===== config.mk =====
export PLATFORM = sky130hd
export DESIGN_NAME = mpuart_rx
export DESIGN_NICKNAME = d
export VERILOG_FILES = /design/src/rtl/mpr_pkg.sv /design/src/rtl/mpr_sync.sv /design/src/rtl/mpr_frame.sv /design/src/rtl/mpr_hold.sv /design/src/rtl/mpuart_rx.sv
export SDC_FILE = /design/constraint.sdc
export NUM_CORES = 1
export LEC_CHECK = 0
export BUFFER_PORTS_ARGS = -buffer_cell sky130_fd_sc_hd__buf_4
export CAP_MARGIN = 40
export CORE_MARGIN = 2
export CORE_UTILIZATION = 51
export DETAILED_ROUTE_END_ITERATION = 6
export PLACE_DENSITY = 0.75
export RECOVER_POWER = 25
export SLEW_MARGIN = 40
export SYNTH_ARGS = -nofsm -noshare
export SYNTH_HDL_FRONTEND = slang
export SYNTH_SLANG_ARGS = --single-unit

===== constraint.sdc =====
create_clock -name clk -period 1.7 [get_ports clk]
set_input_delay 0.085 -clock clk [delete_from_list [all_inputs] [get_ports clk]]
set_output_delay 0.085 -clock clk [all_outputs]
set_load 0.01 [all_outputs]

===== src/rtl/mpr_pkg.sv =====
package mpr_pkg;
  localparam int DATA_W = 8;

  typedef enum logic [2:0] {
    ST_IDLE, ST_START, ST_DATA, ST_PAR, ST_MPB, ST_STOP, ST_STOP2
  } rx_state_t;

  // 1 when the received parity bit disagrees with the selected sense
  function automatic logic parity_bad(logic [DATA_W-1:0] d, logic len7,
                                      logic pbit, logic odd);
    logic [DATA_W-1:0] m;
    m = len7 ? {1'b0, d[DATA_W-2:0]} : d;
    return (^m) ^ pbit ^ odd;
  endfunction

  // state following the last data bit
  function automatic rx_state_t after_data(logic par_en, logic mp_en);
    if (par_en) return ST_PAR;
    if (mp_en)  return ST_MPB;
    return ST_STOP;
  endfunction
endpackage


===== src/rtl/mpr_sync.sv =====
module mpr_sync #(
  parameter int STAGES = 2
) (
  input  logic clk,
  input  logic rst_n,
  input  logic d,
  output logic q
);
  logic [STAGES-1:0] sr;

  generate
    if (STAGES == 1) begin : g_one
      always_ff @(posedge clk or negedge rst_n)
        if (!rst_n) sr <= '1;
        else        sr <= d;
    end else begin : g_many
      always_ff @(posedge clk or negedge rst_n)
        if (!rst_n) sr <= '1;
        else        sr <= {sr[STAGES-2:0], d};
    end
  endgenerate

  assign q = sr[STAGES-1];
endmodule


===== src/rtl/mpr_frame.sv =====
module mpr_frame
  import mpr_pkg::*;
#(
  parameter int OS_RATE = 16
) (
  input  logic              clk,
  input  logic              rst_n,
  input  logic              tick,
  input  logic              rxs,
  input  logic              rx_en,
  input  logic              len7,
  input  logic              par_en,
  input  logic              mp_en,
  input  logic              stop2,
  output logic              done,
  output logic [DATA_W-1:0] data,
  output logic              pbit,
  output logic              mpbit,
  output logic              stop_ok
);
  localparam int CNT_W = $clog2(OS_RATE);
  localparam int HALF  = OS_RATE / 2;
  localparam int BIT_W = $clog2(DATA_W);

  rx_state_t        st;
  logic [CNT_W-1:0] cnt;
  logic [BIT_W-1:0] bitn;
  logic             centre;
  logic             last_bit;

  assign centre   = tick && (cnt == CNT_W'(OS_RATE - 1));
  assign last_bit = (bitn == (len7 ? BIT_W'(DATA_W - 2) : BIT_W'(DATA_W - 1)));
  assign done     = rx_en && centre && (st == ST_STOP);
  assign stop_ok  = rxs;

  always_ff @(posedge clk or negedge rst_n) begin
    if (!rst_n) begin
      st    <= ST_IDLE;
      cnt   <= '0;
      bitn  <= '0;
      data  <= '0;
      pbit  <= 1'b0;
      mpbit <= 1'b0;
    end else if (!rx_en) begin
      st  <= ST_IDLE;
      cnt <= '0;
    end else if (tick) begin
      case (st)
        ST_IDLE: begin
          cnt <= '0;
          if (!rxs) st <= ST_START;
        end
        ST_START: begin
          if (cnt == CNT_W'(HALF - 1)) begin
            cnt <= '0;
            if (!rxs) begin
              st    <= ST_DATA;
              bitn  <= '0;
              data  <= '0;
              pbit  <= 1'b0;
              mpbit <= 1'b0;
            end else begin
              st <= ST_IDLE;
            end
          end else begin
            cnt <= cnt + 1'b1;
          end
        end
        default: begin
          if (centre) begin
            cnt <= '0;
            case (st)
              ST_DATA: begin
                data[bitn] <= rxs;
                if (last_bit) st <= after_data(par_en, mp_en);
                else          bitn <= bitn + 1'b1;
              end
              ST_PAR: begin
                pbit <= rxs;
                st   <= mp_en ? ST_MPB : ST_STOP;
              end
              ST_MPB: begin
                mpbit <= rxs;
                st    <= ST_STOP;
              end
              ST_STOP:  st <= stop2 ? ST_STOP2 : ST_IDLE;
              default:  st <= ST_IDLE;
            endcase
          end else begin
            cnt <= cnt + 1'b1;
          end
        end
      endcase
    end
  end
endmodule


===== src/rtl/mpr_hold.sv =====
module mpr_hold
  import mpr_pkg::*;
(
  input  logic              clk,
  input  logic              rst_n,
  input  logic              done,
  input  logic [DATA_W-1:0] data,
  input  logic              pbit,
  input  logic              mpbit,
  input  logic              stop_ok,
  input  logic              len7,
  input  logic              par_en,
  input  logic              par_odd,
  input  logic              mp_en,
  input  logic              mp_wait_set,
  input  logic              rd_ack,
  input  logic              clr_err,
  output logic [DATA_W-1:0] rx_data,
  output logic              rx_mpb,
  output logic              rx_full,
  output logic              err_parity,
  output logic              err_frame,
  output logic              err_overrun,
  output logic              mp_wait,
  output logic              ev_store,
  output logic              ev_drop,
  output logic              ev_overrun
);
  logic waiting, accept, busy;

  assign waiting    = mp_wait && mp_en;
  assign ev_drop    = done && waiting && !mpbit;
  assign accept     = done && !ev_drop;
  assign busy       = rx_full && !rd_ack;
  assign ev_overrun = accept && busy;
  assign ev_store   = accept && !busy;

  always_ff @(posedge clk or negedge rst_n) begin
    if (!rst_n) begin
      rx_data     <= '0;
      rx_mpb      <= 1'b0;
      rx_full     <= 1'b0;
      err_parity  <= 1'b0;
      err_frame   <= 1'b0;
      err_overrun <= 1'b0;
      mp_wait     <= 1'b0;
    end else begin
      if (ev_store) begin
        rx_data <= data;
        rx_mpb  <= mp_en && mpbit;
        rx_full <= 1'b1;
      end else if (rd_ack) begin
        rx_full <= 1'b0;
      end

      if (clr_err) begin
        err_parity  <= 1'b0;
        err_frame   <= 1'b0;
        err_overrun <= 1'b0;
      end
      if (ev_store && par_en && parity_bad(data, len7, pbit, par_odd))
        err_parity <= 1'b1;
      if (ev_store && !stop_ok)
        err_frame <= 1'b1;
      if (ev_overrun)
        err_overrun <= 1'b1;

      if (mp_wait_set)
        mp_wait <= 1'b1;
      else if (ev_store && waiting)
        mp_wait <= 1'b0;
    end
  end
endmodule


===== src/rtl/mpuart_rx.sv =====
module mpuart_rx
  import mpr_pkg::*;
#(
  parameter int OS_RATE     = 16,
  parameter int SYNC_STAGES = 2
) (
  input  logic              clk,
  input  logic              rst_n,
  input  logic              os_tick,
  input  logic              rxd,
  input  logic              rx_en,
  input  logic              cfg_len7,
  input  logic              cfg_par_en,
  input  logic              cfg_par_odd,
  input  logic              cfg_mp_en,
  input  logic              cfg_stop2,
  input  logic              mp_wait_set,
  input  logic              rd_ack,
  input  logic              clr_err,
  output logic [DATA_W-1:0] rx_data,
  output logic              rx_mpb,
  output logic              rx_full,
  output logic              err_parity,
  output logic              err_frame,
  output logic              err_overrun,
  output logic              mp_wait,
  output logic              irq_rxfull,
  output logic              irq_rxerr,
  output logic              rxd_level
);
  logic              rxs;
  logic              ev_done;
  logic [DATA_W-1:0] sh_data;
  logic              sh_pbit, sh_mpbit, sh_stop_ok;
  logic              ev_store, ev_drop, ev_overrun;

  mpr_sync #(.STAGES(SYNC_STAGES)) u_sync (
    .clk(clk), .rst_n(rst_n), .d(rxd), .q(rxs)
  );

  mpr_frame #(.OS_RATE(OS_RATE)) u_frame (
    .clk(clk), .rst_n(rst_n), .tick(os_tick), .rxs(rxs), .rx_en(rx_en),
    .len7(cfg_len7), .par_en(cfg_par_en), .mp_en(cfg_mp_en), .stop2(cfg_stop2),
    .done(ev_done), .data(sh_data), .pbit(sh_pbit), .mpbit(sh_mpbit),
    .stop_ok(sh_stop_ok)
  );

  mpr_hold u_hold (
    .clk(clk), .rst_n(rst_n), .done(ev_done), .data(sh_data), .pbit(sh_pbit),
    .mpbit(sh_mpbit), .stop_ok(sh_stop_ok), .len7(cfg_len7),
    .par_en(cfg_par_en), .par_odd(cfg_par_odd), .mp_en(cfg_mp_en),
    .mp_wait_set(mp_wait_set), .rd_ack(rd_ack), .clr_err(clr_err),
    .rx_data(rx_data), .rx_mpb(rx_mpb), .rx_full(rx_full),
    .err_parity(err_parity), .err_frame(err_frame), .err_overrun(err_overrun),
    .mp_wait(mp_wait), .ev_store(ev_store), .ev_drop(ev_drop),
    .ev_overrun(ev_overrun)
  );

  assign irq_rxfull = rx_full;
  assign irq_rxerr  = err_parity | err_frame | err_overrun;
  assign rxd_level  = rxd;
endmodule


Word level (Yosys, flattened, before mapping)
Index checks and enable logic that the tools add are counted.

$add $sub $neg: 2. $lt $le $gt $ge: 2. Equal/unequal tests: 16. Muxes and demuxes: 67. Bitwise logic cells: 5. Reduce and logical (&&, ||, !) cells: 38.

Operator list (number): $mux 3 (16); $mux 8 (5); $mux 1 (32); $reduce_and 7->1 (3); $reduce_bool 2->1 (9); $logic_and 1x1->1 (16); $mux 4 (4); $pmux 8 s2 (1); $pmux 3 s2 (2); $pmux 3 s4 (1); $bwmux 8 (1); $pmux 4 s2 (1); $reduce_and 8->1 (1); $reduce_xor 8->1 (1); $eq 3x2->1 const B (2); $eq 3x3->1 const B (2); $ne 2x2->1 const B (3); $logic_not 1->1 (5); $ne 5x2->1 const B (1); $reduce_and 5->1 (1); $add 4x1->4 const B (1); $eq 4x3->1 const B (1); $eq 4x4->1 const B (1); $lt 3x4->1 const B (1); other kinds (16) (19).

Flip-flop bits (word level): 36. Input port bits: 13. Output and inout bits: 17.

Longest topological paths before layout
Word-level depth: 23. Mapped depth: 9. Depth with buffers taken out: 6.

By module
From an unflattened synthesis, not the netlist that was laid out.

Cell total of the unflattened synthesis: 229. Area total of the unflattened synthesis: 2107.0 um^2.

Modules (own cells, without submodules): mpr_frame (instances 1, cells an instance 154, area each 1387.6 um^2); mpr_hold (instances 1, cells an instance 70, area each 645.6 um^2); mpr_sync (instances 1, cells an instance 2, area each 52.6 um^2); mpuart_rx (instances 1, cells an instance 3, area each 21.3 um^2).

Worst setup path before layout
Ideal clock, no wire load.

Path type: flip-flop to flip-flop. From: register u_frame.st[2]. To: register u_frame.bitn[0]. Setup time: 125 ps. Data arrival time: 1711 ps. Required time: 1575 ps. Slack: -136 ps. Stages on the path, launching flop included: 7. Buffers on the path: 2. Path through: dfrtp_1 buf_2 or3b_1 buf_2 a21oi_2 a211o_1 mux2_4.

Word-level cells in the longest chain between the ends: 3. Elaborated cells between the ends (all ways): 11. Classes of those cells: eq/ne: 5; mux: 1; bitwise: 1; reduce/logical: 4.

RTL lines: from (decl) (RTL line mpr_frame.sv:25) `rx_state_t st;`; from (signal assigned) (RTL line mpr_frame.sv:75) `if (last_bit) st <= after_data(par_en, mp_en);`; from (signal assigned) (RTL line mpr_frame.sv:80) `st <= mp_en ? ST_MPB : ST_STOP;`; from (signal assigned) (RTL line mpr_frame.sv:86) `ST_STOP: st <= stop2 ? ST_STOP2 : ST_IDLE;`; $eq 3x1->1 (tied with other cells) (RTL line mpr_frame.sv:48) `case (st)`; $ne 2x2->1 (no source line) (tied with other cells); $reduce_and 8->1 (no source line); to (signal assigned) (RTL line mpr_frame.sv:76) `else bitn <= bitn + 1'b1;`; to (decl) (RTL line mpr_frame.sv:27) `logic [BIT_W-1:0] bitn;`.

Parallel ways exist; a longest one is shown, timed or not. A chain may end at the register's enable or synchronous reset.

Final worst setup path
From: register u_frame.st[0]. To: register u_frame.bitn[0].

The elaborated chain is that of the path after synthesis.

==> impl.org <==
** STA
- Worst-case clock skew :: 0.00911 ns
- Hold_ws :: 0.107 ns
- Worst relative slew slack :: 0.383
- Timing-limited maximum frequency :: 553 MHz
- Setup violations remaining at the end of the flow were counted as 18.
- Number of hold violations in the final report :: 0
- In the finished design, the share of the clock period the worst path needs comes to 1.06.
- Worst Setup Slack, final :: -0.108 ns
- Max Transition Viols Final :: 0
- Final critical delay including setup and external delays :: 1.81 ns
- Setup repair after global routing could not meet its margin everywhere.
- For the pin with the worst max-slew slack, the measured transition is 0.926 ns.

** Global route
- Initial antenna violation count :: 0
- Total global-route track usage :: 0.246
- Via count of the first global-routing pass :: 1799
- The first global-routing pass estimated 8450 µm of wire.
- The total overflow left after global routing is 0.
- Entering global routing, the biggest net connects 37 pins.

** Final layout
- Register cell area after layout :: 906 µm²
- Counting the fill cells in the layout gives 287.
- Layout area overhead :: 40.0%
- The multi-input combinational cells in the finished layout cover a total of 0.00125 mm².
- With fillers left out, the area of the finished cells amounts to 0.00295 mm².
- Count of antenna diodes in the layout :: 0
- Final cell count without fillers :: 320
- Fraction of final layout cells with drive strength greater than 1 :: 0.407
- At the end of the flow, the number of nets in the layout was 286.

** Synth
- The share of synthesized area in the top cell type comes to 0.404.
- A synthesized cell averages 10.5 µm².
- Count of cell types in the netlist :: 55
- Measured against the total synthesized area, the mux share comes to 0.121.
- Ranked by total cell area, the synthesized netlist is headed by sky130_fd_sc_hd__dfrtp_1 (40%), sky130_fd_sc_hd__mux2i_1 (7.1%), sky130_fd_sc_hd__mux2_2 (4.3%).
- Of the synthesized area, sequential elements account for 0.429.
- Of the total synthesized cell area, the portion taken by AND, OR, NAND and NOR gates is 0.195.
- Of the total synthesized cell area, the portion taken by full adders, half adders and majority gates is 0.0178.
- For this run, asynchronously set or reset flops after synthesis account for 1.00.
- The cell area that synthesis handed to floorplanning was 0.00211 mm².
- Post-Syn Instances :: 201
- In this run, synthesis inferred 0 flip-flops with an integrated enable.
- Share of the synthesized area in compound gates (AO/OA/AOI/OAI) :: 0.136
- Number of nets produced by synthesis :: 217
- Dominant combinational cell family by area after synthesis :: simple AND/OR/NAND/NOR gates
- Synth warnings :: 0
- Of all cell types, the one taking the most synthesized area is sky130_fd_sc_hd__dfrtp_1.
- The most used flip-flop cell after synthesis is sky130_fd_sc_hd__dfrtp_1.
- #FFs+latches synth :: 36
- Post-Synth XOR/XNOR Area :: 0.0523

** Setup path
- Critical path launch point type :: register
- Cell chain of the critical path :: or3b_4, o21bai_4, a211o_1, mux2_4
- The worst setup path is captured at a register.
- The slowest stage of the critical path belongs to the cell sky130_fd_sc_hd__or3b_4.
- Data arrival at the endpoint of the critical path :: 1.98 ns
- Crit path max fanout :: 4
- Biggest cell delay along the critical path :: 0.44 ns
- Crit Path Category :: register to register
- Required time at the worst-slack endpoint :: 1.87 ns

** Power and ir drop
- Of the total power, combinational logic draws 0.143.
- Static Leak :: 1.41 nW
- P_sw :: 0.435 mW
- VDD sags by at most 0.444 mV.
- Power spread over the standard cell area amounts to 608 mW/mm².
- Switching share of power :: 0.242
- Sequential group share of total power :: 0.490
- Internal Pwr Total :: 1.36 mW
- The share of total power dissipated in the clock network is 0.367.

** Placement
- At the placement stage, the worst setup path has a slack of -0.133 ns.
- The congestion estimate from routability-driven global placement came to 0.892.
- The count of buffers added on input and output ports is 29.
- In this run, placement finished with an instance count of 302.
- In this run the cell area measured after placement is 0.00264 mm².
- Sum of net half-perimeters after detailed placement :: 3440 µm

** Status
- Failing checks :: setup timing
- The flow ran to the end, but the final reports show violations.

** Clocking
- In this run the number of H-tree levels came out at 2.
- Root buffer selected by CTS :: sky130_fd_sc_hd__clkbuf_8
- After clock tree synthesis, the clock-pin slew on the worst setup and hold paths is 0.08 ns.
- Counting every sink on the clock net gives 36.
- TritonCTS created 5 clock buffers.
- Clock network latency to the later pin of the worst-skew pair :: 0.29 ns
- Maximum buffer depth of the clock tree :: 2
- Clock tree from TritonCTS :: done

** Detailed routing
- Number of search-and-repair iterations in the first detailed-routing pass :: 4
- Via count normalized by instance count :: 5.63
- The routed layout has 1801 vias.
- Detail Route Antenna Nets :: 0
- The first routing iteration left 95 violations.
- After detailed routing, the number of remaining DRC violations is 0.
- Dividing the detail-routed wire length by the instance count gives 16.6 µm.
- Total wire length :: 5310 µm

** Floorplan
- The floorplan has 23 rows.
- Die width :: 68.3 µm
- The die is 68.3 µm tall.
- Placeable Area :: 0.00400 mm²
- The initial utilization of the core area, before any placement, comes to 0.527.
- # IOs :: 30
- The die covers 0.00466 mm².

** Worst hold path
- Class of the tightest hold or removal check :: input port to register

** Job
- Across the run, the number of max-cap violations was 0.
timing repair:
action	in CTS	in global routing
gates resized for setup	17	8
hold buffers	3	0
pin swaps	9	7
endpoints found under the hold margin	36	0
cloned	1	0
setup buffers	2	5
endpoints found under the setup margin	25	27
routing by layer:
layer | GRT usage | up-vias | share of wire
met5 | 0 | - | 0
met4 | 0.0650 | 0 | 0.0094
met3 | 0.0526 | 8 | 0.032
met2 | 0.438 | 32 | 0.52
met1 | 0.300 | 899 | 0.43
li1 | - | 862 | -
per-stage QoR:
| step | power [mW] | utilization | setup TNS (ns) |
|---|---|---|---|
| after detailed placement | 1.11 | 0.659 | -1.20 |
| final | 1.79 | 0.737 | -0.573 |
| after CTS | 1.79 | 0.716 | -0.411 |
| after global routing | 1.87 | 0.737 | -1.80 |
| after floorplan | 1.01 | - | -0.157 |
| after global placement | 1.11 | 0.659 | -0.399 |
sequential cells by signal, indices dropped and copies added, names as in the netlist:
register / cells
u_hold.rx_full: 1
u_frame.mpbit: 1
u_hold.rx_mpb: 1
u_sync.sr: 2
u_frame.data: 8
u_frame.st: 3
u_hold.mp_wait: 1
u_hold.err_frame: 1
u_frame.cnt: 4
u_hold.err_parity: 1
u_hold.err_overrun: 1
u_hold.rx_data: 8
u_frame.bitn: 3
u_frame.pbit: 1
cells in the final DEF, fill, tap and decap left out, types with 3 or more instances in the layout:
| cell type | n |
|---|---|
| sky130_fd_sc_hd__a21oi_1 | 4 |
| sky130_fd_sc_hd__buf_4 | 60 |
| sky130_fd_sc_hd__mux2i_1 | 15 |
| sky130_fd_sc_hd__nand4_1 | 6 |
| sky130_fd_sc_hd__buf_6 | 7 |
| sky130_fd_sc_hd__nand2b_1 | 7 |
| sky130_fd_sc_hd__nand4b_1 | 6 |
| sky130_fd_sc_hd__o21ai_0 | 5 |
| sky130_fd_sc_hd__a211oi_1 | 3 |
| sky130_fd_sc_hd__dlygate4sd3_1 | 3 |
| sky130_fd_sc_hd__nand2_1 | 24 |
| sky130_fd_sc_hd__inv_1 | 12 |
| sky130_fd_sc_hd__nor2_1 | 3 |
| sky130_fd_sc_hd__nand3_1 | 4 |
| sky130_fd_sc_hd__xnor2_1 | 9 |
| sky130_fd_sc_hd__clkbuf_8 | 7 |
| sky130_fd_sc_hd__dfrtp_1 | 32 |
| sky130_fd_sc_hd__mux2_4 | 9 |
logic make-up (layout without fill, tap and decap cells):
logic type,Yosys count,after routing
AO/OA/AOI/OAI,34,34
XOR/XNOR,11,11
adder cells (fa/ha/maj),3,3
buffers and inverters,24,92
flip-flops,36,36
multiplexers,24,24
AND/OR/NAND/NOR,69,70
worst max-delay path, delay by kind of cell, from the launching register on:
family | cells | cell delay, ns
and+or+nand+nor | 1 | 0.44
DFF | 1 | 0.43
muxes | 1 | 0.30
AOI/OAI and AO/OA | 2 | 0.53
final cells by class:
cell class,count,share of cell area
Multi-Input combinational cell,142,0.423
Tap cell,50,0.0212
Sequential cell,36,0.307
Clock buffer,7,0.0327
Inverter,12,0.0153
Timing Repair Buffer,73,0.201
final timing paths:
kind	slack, ns	endpoint	cells after the start	start
worst max register to register	-0.11	u_frame.bitn[0]	4	u_frame.st[0]
worst max-delay path	-0.11	u_frame.bitn[0]	4	u_frame.st[0]
max in group asynchronous	0.61	u_frame.st[1]	2	rst_n
worst min register to register	0.36	u_sync.sr[1]	0	u_sync.sr[0]
min in group asynchronous	0.47	u_frame.mpbit	2	rst_n
worst min-delay path	0.11	u_hold.rx_mpb	3	cfg_mp_en
cells in the mapped netlist (5+ instances only):
library cell	number
sky130_fd_sc_hd__clkbuf_1	5
sky130_fd_sc_hd__mux2i_1	15
sky130_fd_sc_hd__nand2b_1	7
sky130_fd_sc_hd__a21oi_1	5
sky130_fd_sc_hd__nand4_1	6
sky130_fd_sc_hd__xnor2_1	9
sky130_fd_sc_hd__nand2_1	24
sky130_fd_sc_hd__nand4b_1	6
sky130_fd_sc_hd__inv_1	12
sky130_fd_sc_hd__mux2_2	8
sky130_fd_sc_hd__dfrtp_1	34
sky130_fd_sc_hd__o21ai_0	5
power by group through the flow:
stage                     combinational, mW  clock (mW)  sequential (mW)
final                                 0.256       0.658            0.879
after global routing                  0.278       0.715            0.880
after CTS                             0.239       0.673            0.878
after detailed placement              0.216           0            0.894
after global placement                0.213           0            0.893
after floorplan                       0.112           0            0.894
Power figures use the tool's default switching activity.
